$ cat config.mk
export PLATFORM = sky130hd
export DESIGN_NAME = pmul_sb_top
export DESIGN_NICKNAME = d
export VERILOG_FILES = /design/src/rtl/pmul_pkg.sv /design/src/rtl/pmul_pp_stage.sv /design/src/rtl/pmul_cross_stage.sv /design/src/rtl/pmul_merge_stage.sv /design/src/rtl/pmul_sb_top.sv
export SDC_FILE = /design/constraint.sdc
export NUM_CORES = 2
export LEC_CHECK = 0
export ABC_AREA = 0
export BUFFER_PORTS_ARGS = -buffer_cell sky130_fd_sc_hd__buf_4
export CAP_MARGIN = 20
export CORE_UTILIZATION = 40
export CTS_CLUSTER_SIZE = 8
export DETAILED_ROUTE_END_ITERATION = 7
export PLACE_DENSITY_LB_ADDON = 0.08
export SLEW_MARGIN = 20
export SYNTH_ARGS = -nofsm -noshare
export SYNTH_HDL_FRONTEND = slang
export SYNTH_SLANG_ARGS = --single-unit
$ cat constraint.sdc
create_clock -name clk -period 8.5 [get_ports clk]
set_clock_uncertainty 0.1 [all_clocks]
set_input_delay 0.425 -clock clk [delete_from_list [all_inputs] [get_ports clk]]
set_output_delay 0.425 -clock clk [all_outputs]
set_load 0.01 [all_outputs]
$ cat src/rtl/pmul_pkg.sv
package pmul_pkg;
  // Number of register stages between operand capture and result.
  localparam int PMUL_LATENCY = 3;
  localparam int PMUL_OPW     = 32;
  localparam int PMUL_SBW     = 8;
endpackage

$ cat src/rtl/pmul_pp_stage.sv
// Stage 1: four half-width partial products, valid and sideband.
module pmul_pp_stage #(
  parameter int OPW = 32,
  parameter int SBW = 8
) (
  input  logic                      clk,
  input  logic                      rst_n,
  input  logic                      stall,
  input  logic                      in_valid,
  input  logic [OPW-1:0]            in_a,
  input  logic [OPW-1:0]            in_b,
  input  logic [SBW-1:0]            in_side,
  output logic                      valid_1,
  output logic [3:0][OPW-1:0]       pp_1,
  output logic [SBW-1:0]            side_1
);
  localparam int H = OPW / 2;

  logic [3:0][OPW-1:0] pp_d;
  logic                adv;

  assign adv = !stall;

  // Index bit 1 selects the half of a, bit 0 the half of b:
  // 0 = lo*lo, 1 = lo*hi, 2 = hi*lo, 3 = hi*hi.
  for (genvar i = 0; i < 4; i++) begin : g_pp
    logic [H-1:0] ah, bh;
    assign ah = (i >= 2)     ? in_a[OPW-1:H] : in_a[H-1:0];
    assign bh = (i % 2 == 1) ? in_b[OPW-1:H] : in_b[H-1:0];
    always_comb pp_d[i] = OPW'(ah) * OPW'(bh);
  end

  always_ff @(posedge clk or negedge rst_n) begin
    if (!rst_n)   valid_1 <= 1'b0;
    else if (adv) valid_1 <= in_valid;
  end

  always_ff @(posedge clk) begin
    if (adv) begin
      pp_1   <= pp_d;
      side_1 <= in_side;
    end
  end

  assert_s1_hold_R5: assert property (@(posedge clk) disable iff (!rst_n)
    stall |=> ($stable(valid_1) && $stable(pp_1) && $stable(side_1)));
endmodule

$ cat src/rtl/pmul_cross_stage.sv
// Stage 2: sum of the cross terms; outer terms copied forward.
module pmul_cross_stage #(
  parameter int OPW = 32,
  parameter int SBW = 8
) (
  input  logic                 clk,
  input  logic                 rst_n,
  input  logic                 stall,
  input  logic                 valid_1,
  input  logic [3:0][OPW-1:0]  pp_1,
  input  logic [SBW-1:0]       side_1,
  output logic                 valid_2,
  output logic [OPW-1:0]       ll_2,
  output logic [OPW:0]         cross_2,
  output logic [OPW-1:0]       hh_2,
  output logic [SBW-1:0]       side_2
);
  logic [OPW:0] cross_d;
  logic         adv;

  assign adv = !stall;

  always_comb cross_d = {1'b0, pp_1[1]} + {1'b0, pp_1[2]};

  always_ff @(posedge clk or negedge rst_n) begin
    if (!rst_n)   valid_2 <= 1'b0;
    else if (adv) valid_2 <= valid_1;
  end

  always_ff @(posedge clk) begin
    if (adv) begin
      ll_2    <= pp_1[0];
      cross_2 <= cross_d;
      hh_2    <= pp_1[3];
      side_2  <= side_1;
    end
  end

  assert_s2_hold_R5: assert property (@(posedge clk) disable iff (!rst_n)
    stall |=> ($stable(valid_2) && $stable(cross_2) && $stable(side_2)));
endmodule

$ cat src/rtl/pmul_merge_stage.sv
// Stage 3: merge high, cross and low parts into the full product.
module pmul_merge_stage #(
  parameter int OPW = 32,
  parameter int SBW = 8
) (
  input  logic                 clk,
  input  logic                 rst_n,
  input  logic                 stall,
  input  logic                 valid_2,
  input  logic [OPW-1:0]       ll_2,
  input  logic [OPW:0]         cross_2,
  input  logic [OPW-1:0]       hh_2,
  input  logic [SBW-1:0]       side_2,
  output logic                 valid_3,
  output logic [2*OPW-1:0]     prod_3,
  output logic [SBW-1:0]       side_3
);
  localparam int PW = 2 * OPW;
  localparam int H  = OPW / 2;

  logic [PW-1:0] prod_d;
  logic          adv;

  assign adv = !stall;

  always_comb prod_d = {hh_2, ll_2} + (PW'(cross_2) << H);

  always_ff @(posedge clk or negedge rst_n) begin
    if (!rst_n)   valid_3 <= 1'b0;
    else if (adv) valid_3 <= valid_2;
  end

  always_ff @(posedge clk) begin
    if (adv) begin
      prod_3 <= prod_d;
      side_3 <= side_2;
    end
  end

  assert_s3_hold_R5: assert property (@(posedge clk) disable iff (!rst_n)
    stall |=> ($stable(valid_3) && $stable(prod_3) && $stable(side_3)));
endmodule

$ cat src/rtl/pmul_sb_top.sv
module pmul_sb_top
  import pmul_pkg::*;
#(
  parameter int OPW = PMUL_OPW,
  parameter int SBW = PMUL_SBW
) (
  input  logic               clk,
  input  logic               rst_n,
  input  logic               stall,
  input  logic               in_valid,
  input  logic [OPW-1:0]     in_a,
  input  logic [OPW-1:0]     in_b,
  input  logic [SBW-1:0]     in_side,
  output logic               out_valid,
  output logic [2*OPW-1:0]   out_prod,
  output logic [SBW-1:0]     out_side
);
  localparam int PW = 2 * OPW;

  logic                valid_1, valid_2;
  logic [3:0][OPW-1:0] pp_1;
  logic [SBW-1:0]      side_1, side_2;
  logic [OPW-1:0]      ll_2, hh_2;
  logic [OPW:0]        cross_2;

  pmul_pp_stage #(.OPW(OPW), .SBW(SBW)) u_s1 (
    .clk(clk), .rst_n(rst_n), .stall(stall),
    .in_valid(in_valid), .in_a(in_a), .in_b(in_b), .in_side(in_side),
    .valid_1(valid_1), .pp_1(pp_1), .side_1(side_1)
  );

  pmul_cross_stage #(.OPW(OPW), .SBW(SBW)) u_s2 (
    .clk(clk), .rst_n(rst_n), .stall(stall),
    .valid_1(valid_1), .pp_1(pp_1), .side_1(side_1),
    .valid_2(valid_2), .ll_2(ll_2), .cross_2(cross_2), .hh_2(hh_2),
    .side_2(side_2)
  );

  pmul_merge_stage #(.OPW(OPW), .SBW(SBW)) u_s3 (
    .clk(clk), .rst_n(rst_n), .stall(stall),
    .valid_2(valid_2), .ll_2(ll_2), .cross_2(cross_2), .hh_2(hh_2),
    .side_2(side_2),
    .valid_3(out_valid), .prod_3(out_prod), .side_3(out_side)
  );

  // Edges seen since reset, saturating; guards the three-deep $past.
  logic [1:0] chk_age;
  always_ff @(posedge clk or negedge rst_n) begin
    if (!rst_n)              chk_age <= 2'd0;
    else if (chk_age != 2'd3) chk_age <= chk_age + 2'd1;
  end

  logic run3;
  assign run3 = (chk_age == 2'd3);

  assert_latency_valid_R2: assert property (@(posedge clk) disable iff (!rst_n)
    (run3 && !$past(stall) && !$past(stall, 2) && !$past(stall, 3))
      |-> (out_valid == $past(in_valid, 3)));

  assert_product_R1: assert property (@(posedge clk) disable iff (!rst_n)
    (run3 && !$past(stall) && !$past(stall, 2) && !$past(stall, 3) && out_valid)
      |-> (out_prod == PW'($past(in_a, 3)) * PW'($past(in_b, 3))));

  assert_sideband_R4: assert property (@(posedge clk) disable iff (!rst_n)
    (run3 && !$past(stall) && !$past(stall, 2) && !$past(stall, 3) && out_valid)
      |-> (out_side == $past(in_side, 3)));
endmodule

== Word level (Yosys, flattened, before mapping) ==
Index checks and enable logic that the tools add are counted.
W data, S select, Z words.

* Register bits after elaboration: 316
* Input bits: 76
* Output and inout bits: 73
* Word-level logic and storage cells: 20

* $add $sub $neg: 2
* Multipliers: 4

{| class="wikitable"
|+ Operator list
! cell !! count
|-
| $mul A16 B16 Y32 || 4
|-
| $add A64 B49 Y64 || 1
|-
| $add A32 B32 Y33 || 1
|}

== Longest topological paths before layout ==
* Word-level depth: 1
* Mapped depth: 25
* Depth with buffers taken out: 24

== Hierarchy ==
From an unflattened synthesis, not the netlist that was laid out.

* Cells, all modules: 4839
* Area total of the unflattened synthesis: 47414.2 µm²

{| class="wikitable"
|+ By module, submodules not included
! module !! instances !! cells each !! area an instance (µm²) !! sequential area each (µm²)
|-
| pmul_pp_stage || 1 || 4150 || 38409.3 || 4108.9
|-
| pmul_cross_stage || 1 || 339 || 4853.4 || 3178.0
|-
| pmul_merge_stage || 1 || 350 || 4151.5 || 2187.1
|}

== Worst setup path after synthesis ==
OpenSTA, ideal clock, no wires.

* Path type: input-to-reg
* From: input stall
* To: register u_s1.pp_1[0] in the netlist's numbering, enable pin
* Library setup time: 661 ps
* Arrival: 6450 ps
* Required time: 7739 ps
* Setup slack: 1289 ps
* Stages: 1
* Buffers on the path: 0
* Cells stage by stage: inv_1

{| class="wikitable"
|+ RTL lines
! element !! RTL line !! text
|-
| start, declared || pmul_sb_top.sv:9 || <nowiki>input logic stall,</nowiki>
|-
| end signal, assigned || pmul_pp_stage.sv:40 || <nowiki>pp_1 <= pp_d;</nowiki>
|-
| end, declared || pmul_pp_stage.sv:14 || <nowiki>output logic [3:0][OPW-1:0] pp_1,</nowiki>
|}

No word-level cell between the ends.

==> impl_metrics.tcl <==
set metrics [dict create \
    outcome "complete, no violations" \
    drt-total-wl_mm 126.9 \
    grt_usage_pct 22.46 \
    synth_edf_count 313 \
    synth_top_flop_cell "edfxtp_1" \
    grt_pass1_vias 33460 \
    final_nets 6070 \
    timing.rr.end "u_s3.prod_3[61]" \
    arrival_ns 6.93 \
    clock.fmax_mhz 149.3 \
    critPathSlowestCell "fa_1" \
    clockBufferDepth 3 \
    grt_pass1_wl_mm 200.1 \
    hold-worst-slack_ns 0.2925 \
    finalHoldViolations 0 \
    async_reset_ff_share_pct 0.9494 \
    crit_top_cell "fa_1" \
    die_h_um 343.7 \
    syn_inst 4720 \
    start_util_pct 40.57 \
    postCtsSetupBuffers 0 \
    synth.top_cells.by_area "fa_1 33%, edfxtp_1 20%, ha_1 13%" \
    period_needed_ns 6.700 \
    fin_cells 6266 \
    cts_tree "yes" \
    diodes 0 \
    core_um2 115100 \
    slew_headroom_pct 36.71 \
    grt_max_degree 121 \
    antenna_found_initial 4 \
    drtIter0Drc 1751 \
    dp_hpwl_mm 92.99 \
    ys_seq_area_share_pct 20.29 \
    cp_slowest_stage_delay_ns 0.57 \
    cts-root-buf "clkbuf_16" \
    via_count 31620 \
    synth_most_common_cell "inv_1" \
    maxCapViolations 0 \
    post-place-cells 6185 \
    worst_r2r_startpoint "u_s2.ll_2[17]" \
    yosysTopAreaCell "fa_1" \
    finalSetupTns_ns 0 \
    grt_overflow 0 \
    hold_path.startpoint "u_s2.side_2[5]" \
    yosys.area.top_type_share_pct 33.35 \
    min_path_cells 0 \
    yosysUniqueCellTypes 77 \
    drt-pass1-iter-count 5 \
    ff2ff_path_depth 12 \
    cp_cell_sequence "buf_4 -> nand2_1 -> fa_1 -> fa_1 -> fa_1 -> fa_1 -> inv_1 -> fa_1 -> inv_1 -> fa_1 -> inv_1 -> ha_1 -> nand2_1 -> o21ai_0 -> a21oi_1 -> a31oi_1 -> a21oi_1 -> a311oi_1 -> a31o_2 -> nand4_1 -> nand2_1 -> a21oi_1 -> xnor2_1" \
    synth_common_cells "946 x inv_1, 778 x fa_1, 623 x nand2_1" \
    rsz0062_at_grt "no" \
    syn_area_per_cell_um2 9.895 \
    final_max_slew_viol_count 0 \
    ys_ff_latch 316 \
    synth_nets 6055 \
    final-setup-viol-count 0 \
    clk_pin_slew_ns 0.05 \
    tightestPinTransition_ns 0.9494 \
    drive_gt1_share_pct 5.048 \
    regArea_um2 9474 \
    io_pins 149 \
    multiInputGateArea_um2 32920 \
    clk_latency_ns 0.61 \
    cp.required_ns 8.73 \
    place_congestion 0.8623 \
    die_x_um 343.7 \
    reg2reg_slack_ns 4.36 \
    worst-path-stages 23 \
    crit_type "primary input to register" \
    io_buffer_count 148 \
    cts_buffers 47 \
    cts.sinks 316 \
    startpoint_type "primary input" \
    synth_warnings 0 \
    die_area_um2 118100 \
    min_period_over_period_pct 78.82 \
    htreeDepth 2 \
    wl_per_cell_um 20.25 \
    row_count 124 \
    cts_resized 0 \
    critPathBufInv 4 \
    fill_cells 11340 \
    hold_path.class "register to register" \
    cp_max_fo 32 \
    synthToLayoutAreaGrowth_pct 8.149 \
    path_delay_family "adder cells" \
    drc 0 \
    whs_endpoint "u_s3.side_3[5]" \
    cp-end-kind "register" \
    synth_area_um2 46700 \
    postRouteAntennaNets 0 \
    vias_per_cell 5.045 \
]
## metal layers
layer	vias to the layer above	GRT usage (%)	routed length (µm)
met4	2	3.620	1681
met2	717	34.23	54850
met3	85	4.985	8641
li1	14650	-	-
met1	16170	32.95	61580
met5	-	0.9215	155
## logic make-up (layout without fill, tap and decap cells)
kind of cell / count (synthesis) / in the layout / share of synthesized area, %
AO/OA/AOI/OAI: 459 / 459 / 6.507
XOR/XNOR: 180 / 180 / 3.375
adder cells (fa/ha/maj): 1259 / 1259 / 46.23
buffers and inverters: 1150 / 1184 / 9.242
flip-flops: 316 / 316 / 20.29
multiplexers: 3 / 3 / 0.07233
AND/OR/NAND/NOR: 1353 / 1353 / 14.28
## cell usage in the layout, fill, tap and decap left out, types with 4 or more instances in the layout
| cell type | instances |
|---|---|
| inv_1 | 945 |
| fa_1 | 778 |
| nand2_1 | 623 |
| and2_1 | 490 |
| ha_1 | 481 |
| edfxtp_1 | 313 |
| buf_4 | 157 |
| a21oi_1 | 153 |
| xnor2_1 | 120 |
| a21o_1 | 100 |
| nor2_1 | 87 |
| xor2_1 | 60 |
| o21ai_0 | 54 |
| clkbuf_16 | 48 |
| nand3_1 | 33 |
| o21a_1 | 21 |
| o21bai_1 | 21 |
| nand4_1 | 20 |
| nor2b_1 | 19 |
| nand2b_1 | 19 |
| o21ai_1 | 18 |
| and3_1 | 16 |
| nor3_1 | 15 |
| dlygate4sd3_1 | 13 |
| clkbuf_1 | 12 |
| a31oi_1 | 11 |
| a211oi_1 | 8 |
| and4_1 | 7 |
| or3_1 | 6 |
| o31a_1 | 5 |
| a311o_1 | 4 |
| a2111oi_0 | 4 |
| a21boi_1 | 4 |
## area by class of cell
| cell class | instances | area share (%) |
|---|---|---|
| Inverter | 946 | 7.045 |
| Tap cell | 1512 | 3.745 |
| Clock buffer | 61 | 2.494 |
| Timing Repair Buffer | 170 | 2.591 |
| Multi-Input combinational cell | 3254 | 65.17 |
| Clock inverter | 7 | 0.1982 |
| Sequential cell | 316 | 18.76 |
## what timing repair did
action	in CTS	in global routing
hold endpoints to repair	14	0
setup endpoints to repair	0	0
hold buffers	13	0
## per-stage QoR
stage	util, %	worst slack [ns]	instance area [µm²]
floorplan	-	1.289	46700
global placement	42.58	1.324	49020
detailed placement	42.58	1.326	49020
CTS	43.88	1.970	50510
global route	43.88	1.607	50510
finish	43.88	1.800	50510
## worst max path at each step
stage                        start             to
after floorplan              stall   u_s1.pp_1[0]
after global placement     in_b[7]  u_s1.pp_1[29]
after detailed placement   in_b[7]  u_s1.pp_1[31]
after CTS                  in_b[7]  u_s1.pp_1[29]
after global routing      in_b[23]  u_s1.pp_1[63]
final                     in_a[10]  u_s1.pp_1[63]
## flip-flops by register name, summed over array words and instances (netlist names)
name / cells
u_s1.pp_1: 128
u_s3.side_3: 8
u_s2.side_2: 8
u_s1.side_1: 8
u_s3.valid_3: 1
u_s2.cross_2: 33
u_s2.hh_2: 32
u_s3.prod_3: 64
u_s2.ll_2: 32
u_s2.valid_2: 1
u_s1.valid_1: 1
## worst register-to-register path, delay by kind of cell, from the launching register on
family | cells | cell delay, ns
xor gates and xnor gates | 1 | 0.16
and+or+nand+nor | 3 | 0.49
adders and majority gates | 1 | 0.31
DFF | 1 | 0.39
AOI/OAI and AO/OA | 7 | 2.43
Power is left out: the tool's default activity adds up to more than one toggle a clock period on the data nets, which glitch-free logic cannot reach.
